$ cat config.mk
export PLATFORM = sky130hd
export DESIGN_NAME = chr_bank_regs
export DESIGN_NICKNAME = d
export VERILOG_FILES = /design/src/rtl/chr_bank_pkg.sv /design/src/rtl/chr_addr_decode.sv /design/src/rtl/chr_bank_reg.sv /design/src/rtl/chr_bank_regs.sv
export SDC_FILE = /design/constraint.sdc
export NUM_CORES = 1
export LEC_CHECK = 0
export CAP_MARGIN = 10
export CELL_PAD_IN_SITES_DETAIL_PLACEMENT = 0
export CELL_PAD_IN_SITES_GLOBAL_PLACEMENT = 1
export CORE_ASPECT_RATIO = 0.6
export CORE_MARGIN = 10
export CORE_UTILIZATION = 36
export CTS_BUF_LIST = sky130_fd_sc_hd__clkbuf_4 sky130_fd_sc_hd__clkbuf_8 sky130_fd_sc_hd__clkbuf_16
export CTS_CLUSTER_SIZE = 12
export DETAILED_ROUTE_END_ITERATION = 10
export PLACE_DENSITY_LB_ADDON = 0.1
export REMOVE_ABC_BUFFERS = 1
export SYNTH_ARGS = -nofsm -noshare
export SYNTH_HDL_FRONTEND = slang
export SYNTH_SLANG_ARGS = --single-unit
$ cat constraint.sdc
create_clock -name clk -period 4.8 [get_ports clk]
set_clock_uncertainty 0.2 [all_clocks]
set_input_delay 1.44 -clock clk [delete_from_list [all_inputs] [get_ports clk]]
set_output_delay 1.44 -clock clk [all_outputs]
set_load 0.02 [all_outputs]
$ cat src/rtl/chr_bank_pkg.sv
package chr_bank_pkg;

    localparam int NIB_W = 4;

    typedef enum logic [1:0] {
        NIB_NONE = 2'd0,
        NIB_LO   = 2'd1,
        NIB_HI   = 2'd2
    } nib_sel_e;

    typedef struct packed {
        nib_sel_e sel;   // which nibble the offset targets
        logic     upper; // 0: bank 2k, 1: bank 2k+1
    } off_dec_t;

    // Offset within a page -> nibble target (aliases folded together)
    function automatic off_dec_t decode_offset(input logic [NIB_W-1:0] off);
        off_dec_t r;
        r.sel   = NIB_NONE;
        r.upper = 1'b0;
        unique case (off)
            4'h0:        begin r.sel = NIB_LO; r.upper = 1'b0; end
            4'h1, 4'h4:  begin r.sel = NIB_HI; r.upper = 1'b0; end
            4'h2, 4'h8:  begin r.sel = NIB_LO; r.upper = 1'b1; end
            4'h3, 4'hC:  begin r.sel = NIB_HI; r.upper = 1'b1; end
            default:     begin r.sel = NIB_NONE; r.upper = 1'b0; end
        endcase
        return r;
    endfunction

endpackage

$ cat src/rtl/chr_addr_decode.sv
module chr_addr_decode
    import chr_bank_pkg::*;
#(
    parameter int          ADDR_W    = 16,
    parameter int          NUM_BANKS = 8,
    parameter logic [3:0]  BASE_PAGE = 4'hB
) (
    input  logic                 clk,
    input  logic                 rst,
    input  logic                 wr_en,
    input  logic [ADDR_W-1:0]    wr_addr,
    output logic [NUM_BANKS-1:0] wr_lo,
    output logic [NUM_BANKS-1:0] wr_hi
);
    localparam int NUM_PAGES = NUM_BANKS / 2;
    localparam int PAIR_W    = (NUM_PAGES > 1) ? $clog2(NUM_PAGES) : 1;
    localparam int MID_W     = ADDR_W - 8;

    logic [3:0]       page;
    logic [3:0]       page_rel;
    logic [MID_W-1:0] mid;
    logic             page_hit;
    off_dec_t         od;
    logic [PAIR_W-1:0] pair;

    always_comb begin
        page     = wr_addr[ADDR_W-1 -: 4];
        mid      = wr_addr[ADDR_W-5:4];
        page_rel = page - BASE_PAGE;
        page_hit = (page >= BASE_PAGE) && (page_rel < 4'(NUM_PAGES)) && (mid == '0);
        od       = decode_offset(wr_addr[3:0]);
        pair     = page_rel[PAIR_W-1:0];
    end

    for (genvar b = 0; b < NUM_BANKS; b++) begin : g_strobe
        localparam int PAIR_IDX = b / 2;
        localparam logic IS_UPPER = (b % 2) == 1;
        logic sel_me;
        assign sel_me  = wr_en && page_hit && (int'(pair) == PAIR_IDX) && (od.upper == IS_UPPER);
        assign wr_lo[b] = sel_me && (od.sel == NIB_LO);
        assign wr_hi[b] = sel_me && (od.sel == NIB_HI);
    end


    strobe_onehot_chk: assert property (@(posedge clk) disable iff (rst)
        $onehot0({wr_lo, wr_hi}));


    idle_no_strobe_chk: assert property (@(posedge clk) disable iff (rst)
        !wr_en |-> ({wr_lo, wr_hi} == '0));

endmodule

$ cat src/rtl/chr_bank_reg.sv
module chr_bank_reg
    import chr_bank_pkg::*;
#(
    parameter int BANK_W = 2 * NIB_W,
    parameter int INIT   = 0
) (
    input  logic              clk,
    input  logic              rst,
    input  logic              wr_lo,
    input  logic              wr_hi,
    input  logic [NIB_W-1:0]  din,
    output logic [BANK_W-1:0] q
);
    always_ff @(posedge clk) begin
        if (rst) begin
            q <= BANK_W'(INIT);
        end else if (wr_lo) begin
            q[NIB_W-1:0] <= din;
        end else if (wr_hi) begin
            q[BANK_W-1:NIB_W] <= din;
        end
    end


    reset_value_chk: assert property (@(posedge clk)
        rst |=> (q == BANK_W'(INIT)));


    lo_write_chk: assert property (@(posedge clk) disable iff (rst)
        wr_lo |=> (q[NIB_W-1:0] == $past(din)) && (q[BANK_W-1:NIB_W] == $past(q[BANK_W-1:NIB_W])));


    hi_write_chk: assert property (@(posedge clk) disable iff (rst)
        (wr_hi && !wr_lo) |=> (q[BANK_W-1:NIB_W] == $past(din)) && (q[NIB_W-1:0] == $past(q[NIB_W-1:0])));

endmodule

$ cat src/rtl/chr_bank_regs.sv
module chr_bank_regs
    import chr_bank_pkg::*;
#(
    parameter int         ADDR_W    = 16,
    parameter int         NUM_BANKS = 8,
    parameter logic [3:0] BASE_PAGE = 4'hB
) (
    input  logic                          clk,
    input  logic                          rst,
    input  logic                          wr_en,
    input  logic [ADDR_W-1:0]             wr_addr,
    input  logic [2*NIB_W-1:0]            wr_data,
    output logic [NUM_BANKS*2*NIB_W-1:0]  bank_o
);
    localparam int BANK_W = 2 * NIB_W;

    logic [NUM_BANKS-1:0] wr_lo;
    logic [NUM_BANKS-1:0] wr_hi;
    logic                 unused_data_hi;

    assign unused_data_hi = ^wr_data[BANK_W-1:NIB_W];

    chr_addr_decode #(
        .ADDR_W    (ADDR_W),
        .NUM_BANKS (NUM_BANKS),
        .BASE_PAGE (BASE_PAGE)
    ) u_dec (
        .clk     (clk),
        .rst     (rst),
        .wr_en   (wr_en),
        .wr_addr (wr_addr),
        .wr_lo   (wr_lo),
        .wr_hi   (wr_hi)
    );

    for (genvar b = 0; b < NUM_BANKS; b++) begin : g_bank
        chr_bank_reg #(
            .BANK_W (BANK_W),
            .INIT   (b)
        ) u_reg (
            .clk   (clk),
            .rst   (rst),
            .wr_lo (wr_lo[b]),
            .wr_hi (wr_hi[b]),
            .din   (wr_data[NIB_W-1:0]),
            .q     (bank_o[b*BANK_W +: BANK_W])
        );
    end


    idle_stable_chk: assert property (@(posedge clk) disable iff (rst)
        !wr_en |=> $stable(bank_o));


    single_nibble_chk: assert property (@(posedge clk) disable iff (rst)
        wr_en |=> ($countones(bank_o ^ $past(bank_o)) <= NIB_W));

endmodule

==> results of run 1 <==
==> final cells by class <==
cell class | count | area share
Multi-Input combinational cell | 201 | 0.345
Sequential cell | 64 | 0.327
Timing Repair Buffer | 87 | 0.221
Clock buffer | 13 | 0.0700
Tap cell | 104 | 0.0332
Clock inverter | 3 | 0.00384
==> report_power, final <==
part            total, W  internal (W)  switching (W)
combinational  0.0000611     0.0000266      0.0000345
clock           0.000620      0.000394       0.000226
sequential      0.000532      0.000532  0.00000000381
==> synthesized netlist by cell type <==
cell	n	area, µm²
dfxtp_1	64	1280
a31oi_1	1	6.26
and3b_1	3	26.3
or2_1	4	25.0
o21ai_0	49	245
and2_1	1	6.26
nand3_1	3	15.0
nand4_2	1	12.5
nand2b_1	32	200
and4_1	2	17.5
o21ai_1	5	25.0
nand2_1	1	3.75
or3_1	1	6.26
or2_2	1	6.26
nor2_2	1	6.26
and3_1	1	6.26
nand3b_1	2	15.0
nor2b_1	28	175
nand4bb_1	1	11.3
nor3b_1	1	7.51
nor4_4	2	42.5
buf_2	1	5.00
nor4_1	1	6.26
nor2_1	17	63.8
clkbuf_1	19	71.3
xnor2_1	2	17.5
mux2i_1	37	370
or3_4	1	11.3
nand4_1	2	12.5
nor4bb_1	1	10.0
==> worst paths after layout <==
kind / endpoint / slack [ns] / cells past startpoint
setup / recovery: g_bank[1].u_reg.q[7] / 1.33 / 5
hold / removal: g_bank[6].u_reg.q[3] / 0.27 / 2
setup reg to reg: g_bank[5].u_reg.q[1] / 3.78 / 3
hold reg to reg: g_bank[6].u_reg.q[3] / 0.27 / 2
==> worst register-to-register path: stages (launching register included) <==
cell	delay, ns
dfxtp_1	0.33
nor2b_1	0.13
o21ai_0	0.09
o21ai_0	0.12
==> metal layers <==
metal / vias up / track usage
li1: 1134 / -
met1: 1051 / 0.177
met2: 65 / 0.194
met3: 8 / 0.0801
met4: 0 / 0.0432
met5: - / 0
==> through the flow <==
stage,std cells,utilization,area (µm²)
6_report,472,0.537,3920
5_1_grt,472,0.537,3920
4_1_cts,472,0.537,3920
3_5_place_dp,456,0.497,3630
3_3_place_gp,456,0.497,3630
2_1_floorplan,265,-,2630
==> cells by family (layout without fill, tap and decap cells) <==
kind of cell              after synthesis  count (layout)  synth area share
AOI/OAI and AO/OA                      55              55             0.102
and+or+nand+nor                       107             107             0.254
DFF                                    64              64             0.473
buffers and inverters                  20             103            0.0282
muxes                                  37              37             0.137
xor gates and xnor gates                2               2           0.00647
==> impl_metrics.tcl, run 1 <==
set metrics [dict create \
    status "finished, final reports clean" \
    final_cell_mix "clkdlybuf4s50_1, dfxtp_1, o21ai_0" \
    max_freq_mhz 288 \
    post_cts_resized 0 \
    grt_pass1_vias 2207 \
    drtIter0Drc 123 \
    vias 2258 \
    worst_pin_slew_ns 1.09 \
    drt_first_pass_iters 4 \
    overflow 0 \
    layout_setup_ws_ns 1.33 \
    ys_ff_latch 64 \
    areaGrowthSynthToFinish_pct 44.5 \
    ir_worst_vdd_mv 0.237 \
    grt_use_total 0.139 \
    largest_reg_flops 64 \
    die_h_um 87.2 \
    worst-path-max-fanout 16 \
    row_count 24 \
    ant_nets 0 \
    viasPerCell 4.78 \
    setup_violations 0 \
    wire_per_inst_um 16.7 \
    slew_headroom 0.267 \
    antennaDiodeCount 0 \
    fill_cells 681 \
    cts_tree "yes" \
    synth_seq_area_share 0.473 \
    finalCritPeriodShare 0.723 \
    synth_area_per_cell_um2 9.50 \
    multi_input_area_um2 1350 \
    clock_sinks 64 \
    p_leak_nw 1.58 \
    wl_met2_um 3270 \
    cpMaxStageDelayCell "a31oi_1" \
    cp.required_ns 4.85 \
    gp_congestion 0.771 \
    drv_slew 0 \
    clockBufferDepth 2 \
    drive_gt1_frac 0.0652 \
    crit_type "input port to register" \
    endpoint_kind "register" \
    cts_hold_buf 0 \
    grt_max_degree 41 \
    finalNetCount 390 \
    wl_met1_um 3840 \
    io_buffers 86 \
    antenna_found_initial 0 \
    clkTransAtPathRegs_ns 0.05 \
    r2r_start "g_bank[5].u_reg.q[1]" \
    cts_buffers 9 \
    slowest_delay_ns 0.80 \
    regArea_um2 1280 \
    p_per_area_nw_per_um2 310 \
    crit_chain "clkdlybuf4s50_1 -> nor4bb_1 -> a31oi_1 -> nand2b_1 -> mux2i_1" \
    top_regs "g_bank.u_reg.q (64)" \
    maxCapViolCount 0 \
    insertion_delay_ns 0.33 \
    finalPower_w 0.00121 \
    top_register "g_bank.u_reg.q" \
    remaining_drc_errors 0 \
    hold_class "register to register" \
    dr_wl_met3_um 690 \
    finalHoldViolations 0 \
    ys_warn_count 0 \
    syn_inst 285 \
    path_buf_inv 1 \
    crit_start "wr_addr[0]" \
    top_layer "met4" \
    core_area_um2 7300 \
    post-place-ws_ns 1.03 \
    die_x_um 132 \
    period_minus_slack_ns 3.47 \
    rsz0062_at_grt "false" \
    cts_htree_levels 3 \
    post_cts_buffers 0 \
    post_synth_num_cell_types 30 \
    mostFrequentLayoutCell "clkdlybuf4s50_1" \
    worst_setup_path_start_kind "input port" \
    initial_core_util 0.371 \
    arrival_ns 3.51 \
    die-area_um2 11500 \
    io_pins 91 \
    hold_start "g_bank[6].u_reg.q[3]" \
    grt_pass1_wl_um 12400 \
    root_buffer "clkbuf_16" \
    critPathTopFamily "compound AO/OA/AOI/OAI gates" \
    holdWs_ns 0.273 \
    drt-total-wl_um 7890 \
    fin_setup_tns_ns 0 \
    netlist_area_um2 2710 \
    place_hpwl_um 5560 \
]
(Power assumes the default switching activity.)
==> run 2, diff against run 1 <==
- CORE_UTILIZATION: 36 -> 30
- clock period: 4.8 -> 2.8 ns (I/O delays scaled with it)
==> run 2 against run 1 <==
Effect of this change:
- global-route usage decreased by 1.2 points
- design area grew 5.1%
- count of clock-buffer cells in the layout unchanged
- first-iteration DRC count fell by 2.4%
- combinational power is 98% higher
- wire length rose by 6.3%
- final cell count is 6.4% higher
- critical endpoint is now g_bank[0].u_reg.q[5]
- largest cell class unchanged
==> impl_metrics.tcl, run 2 (synthesized netlist as in run 1, its figures left out) <==
set metrics [dict create \
    finalHoldViolations 0 \
    worst_pin_slew_ns 0.637 \
    period_minus_slack_ns 2.68 \
    p_sw_frac 0.206 \
    clockBufferDepth 2 \
    grt_pass1_vias 2336 \
    remaining_drc_errors 0 \
    vias 2310 \
    io_buffers 86 \
    clock_sinks 64 \
    internal-power_w 0.00172 \
    p_leak_nw 1.69 \
    maxCapViolCount 0 \
    r2r_start "g_bank[3].u_reg.q[5]" \
    layout_setup_ws_ns 0.120 \
    arrival_ns 2.66 \
    overflow 0 \
    top_regs "g_bank.u_reg.q (64)" \
    drt-total-wl_um 8390 \
    finalPower_w 0.00217 \
    fin_util 0.476 \
    mostFrequentLayoutCell "clkdlybuf4s50_1" \
    grt_pass1_wl_um 13100 \
    worst_setup_path_start_kind "input port" \
    largest_reg_flops 64 \
    antenna_found_initial 0 \
    cts_buffers 9 \
    post-place-ws_ns -0.233 \
    final_cells 502 \
    endpoint_kind "register" \
    r2r_slack_ns 1.86 \
    antennaDiodeCount 0 \
    combPwrFrac 0.056 \
    initial_core_util 0.313 \
    core_area_um2 8650 \
    finalNetCount 412 \
    top_register "g_bank.u_reg.q" \
    root_buffer "clkbuf_16" \
    grt_busiest_layer "met2" \
    ir_worst_vdd_mv 0.294 \
    max_freq_mhz 373 \
    cts_hold_buf 0 \
    critPathCapture "g_bank[0].u_reg.q[5]" \
    status "finished, final reports clean" \
    rsz0062_at_grt "false" \
    die_x_um 143 \
    insertion_delay_ns 0.32 \
    row_count 26 \
    io_pins 91 \
    slew_headroom 0.575 \
    place_hpwl_um 6290 \
    p_clk_frac 0.524 \
    hold_start "g_bank[1].u_reg.q[6]" \
    finalCritPeriodShare 0.957 \
    grt_use_total 0.128 \
    reg2reg_to "g_bank[3].u_reg.q[5]" \
    p_switching_w 0.000446 \
    wire_per_inst_um 16.7 \
    grt_use_met2 0.176 \
    final_cell_mix "clkdlybuf4s50_1, dfxtp_1, o21ai_0" \
    critPathTopFamily "simple AND/OR/NAND/NOR gates" \
    crit_start "wr_addr[0]" \
    drtIter0Drc 120 \
    drive_gt1_frac 0.121 \
    setup_violations 0 \
    viasPerCell 4.60 \
    use_met1 0.169 \
    crit_chain "clkdlybuf4s50_1 -> buf_4 -> xnor2_1 -> or3_1 -> nand2b_1 -> mux2i_1" \
    grtUsageMet3 0.0662 \
    worst-path-max-fanout 14 \
    cp.required_ns 2.78 \
    crit_type "input port to register" \
    place_inst 486 \
    gp_congestion 0.729 \
    drv_slew 0 \
    cp.depth 6 \
    seq_power_share 0.420 \
    clkTransAtPathRegs_ns 0.05 \
    areaGrowthSynthToFinish_pct 51.9 \
    die_h_um 93.6 \
    die-area_um2 13400 \
    cts_htree_levels 3 \
    path_buf_inv 2 \
    p_per_area_nw_per_um2 527 \
    grt_max_degree 21 \
    hold_class "register to register" \
    cts_tree "yes" \
    cpMaxStageDelayCell "clkdlybuf4s50_1" \
    ant_nets 0 \
    reg2regPathDepth 3 \
    slowest_delay_ns 0.51 \
    drt_first_pass_iters 4 \
]
[run 2: cell count changes in the layout (fill, tap and decap cells not counted)]
cell	change
bufinv_16	+1
a31oi_2	+1
clkinv_2	-1
a31oi_1	-1
clkbuf_8	-1
buf_4	+22
clkbuf_4	+1
[run 2: how the worst min path moves through the flow]
| stage | to | slack (ns) | cells after the start |
|---|---|---|---|
| CTS | g_bank[1].u_reg.q[6] | 0.28 | 2 |
| global placement | g_bank[4].u_reg.q[0] | 0.26 | 2 |
| detailed placement | g_bank[0].u_reg.q[5] | 0.26 | 2 |
| floorplan | g_bank[3].u_reg.q[2] | 0.35 | 2 |
| finish | g_bank[1].u_reg.q[6] | 0.27 | 2 |
| global route | g_bank[2].u_reg.q[3] | 0.30 | 2 |
[run 2: metrics by stage]
step	setup TNS [ns]	area (µm²)	hold slack (ns)
6_report	0	4120	0.274
5_1_grt	0	4120	0.300
4_1_cts	0	4110	0.276
3_5_place_dp	-4.80	3800	0.265
3_3_place_gp	-4.27	3800	0.261
2_1_floorplan	0	2630	0.345
[run 2: tightest hold or removal path, stage by stage, from the launching register on]
cell and delay [ns]:
dfxtp_1 0.30, nand2b_1 0.06, mux2i_1 0.06
[run 2: routing by layer]
| metal | up-vias | wire [µm] | share of wire |
|---|---|---|---|
| met5 | - | 0 | 0 |
| met3 | 9 | 773 | 0.092 |
| met4 | 0 | 86 | 0.010 |
| li1 | 1176 | - | - |
| met2 | 60 | 3310 | 0.39 |
| met1 | 1065 | 4220 | 0.50 |
[run 2: final cells by class]
cell class / instances / area (µm²)
Fill cell: 834 / 4540
Clock inverter: 3 / 40.0
Clock buffer: 13 / 268
Tap cell: 112 / 140
Timing Repair Buffer: 109 / 1030
Multi-Input combinational cell: 201 / 1360
Sequential cell: 64 / 1280
[run 2: repair_timing]
| action | in CTS | in global routing |
|---|---|---|
| gates resized for setup | 0 | 1 |
| setup buffers | 0 | 0 |
| setup endpoints to repair | 0 | 4 |
[run 2: power groups by stage]
stage | logic, W | registers, W | clock network (W)
after global routing | 0.000131 | 0.000911 | 0.00121
after detailed placement | 0.000122 | 0.000931 | 0
final | 0.000121 | 0.000912 | 0.00114
after CTS | 0.000122 | 0.000911 | 0.00117
after global placement | 0.000121 | 0.000931 | 0
after floorplan | 0.0000350 | 0.000931 | 0
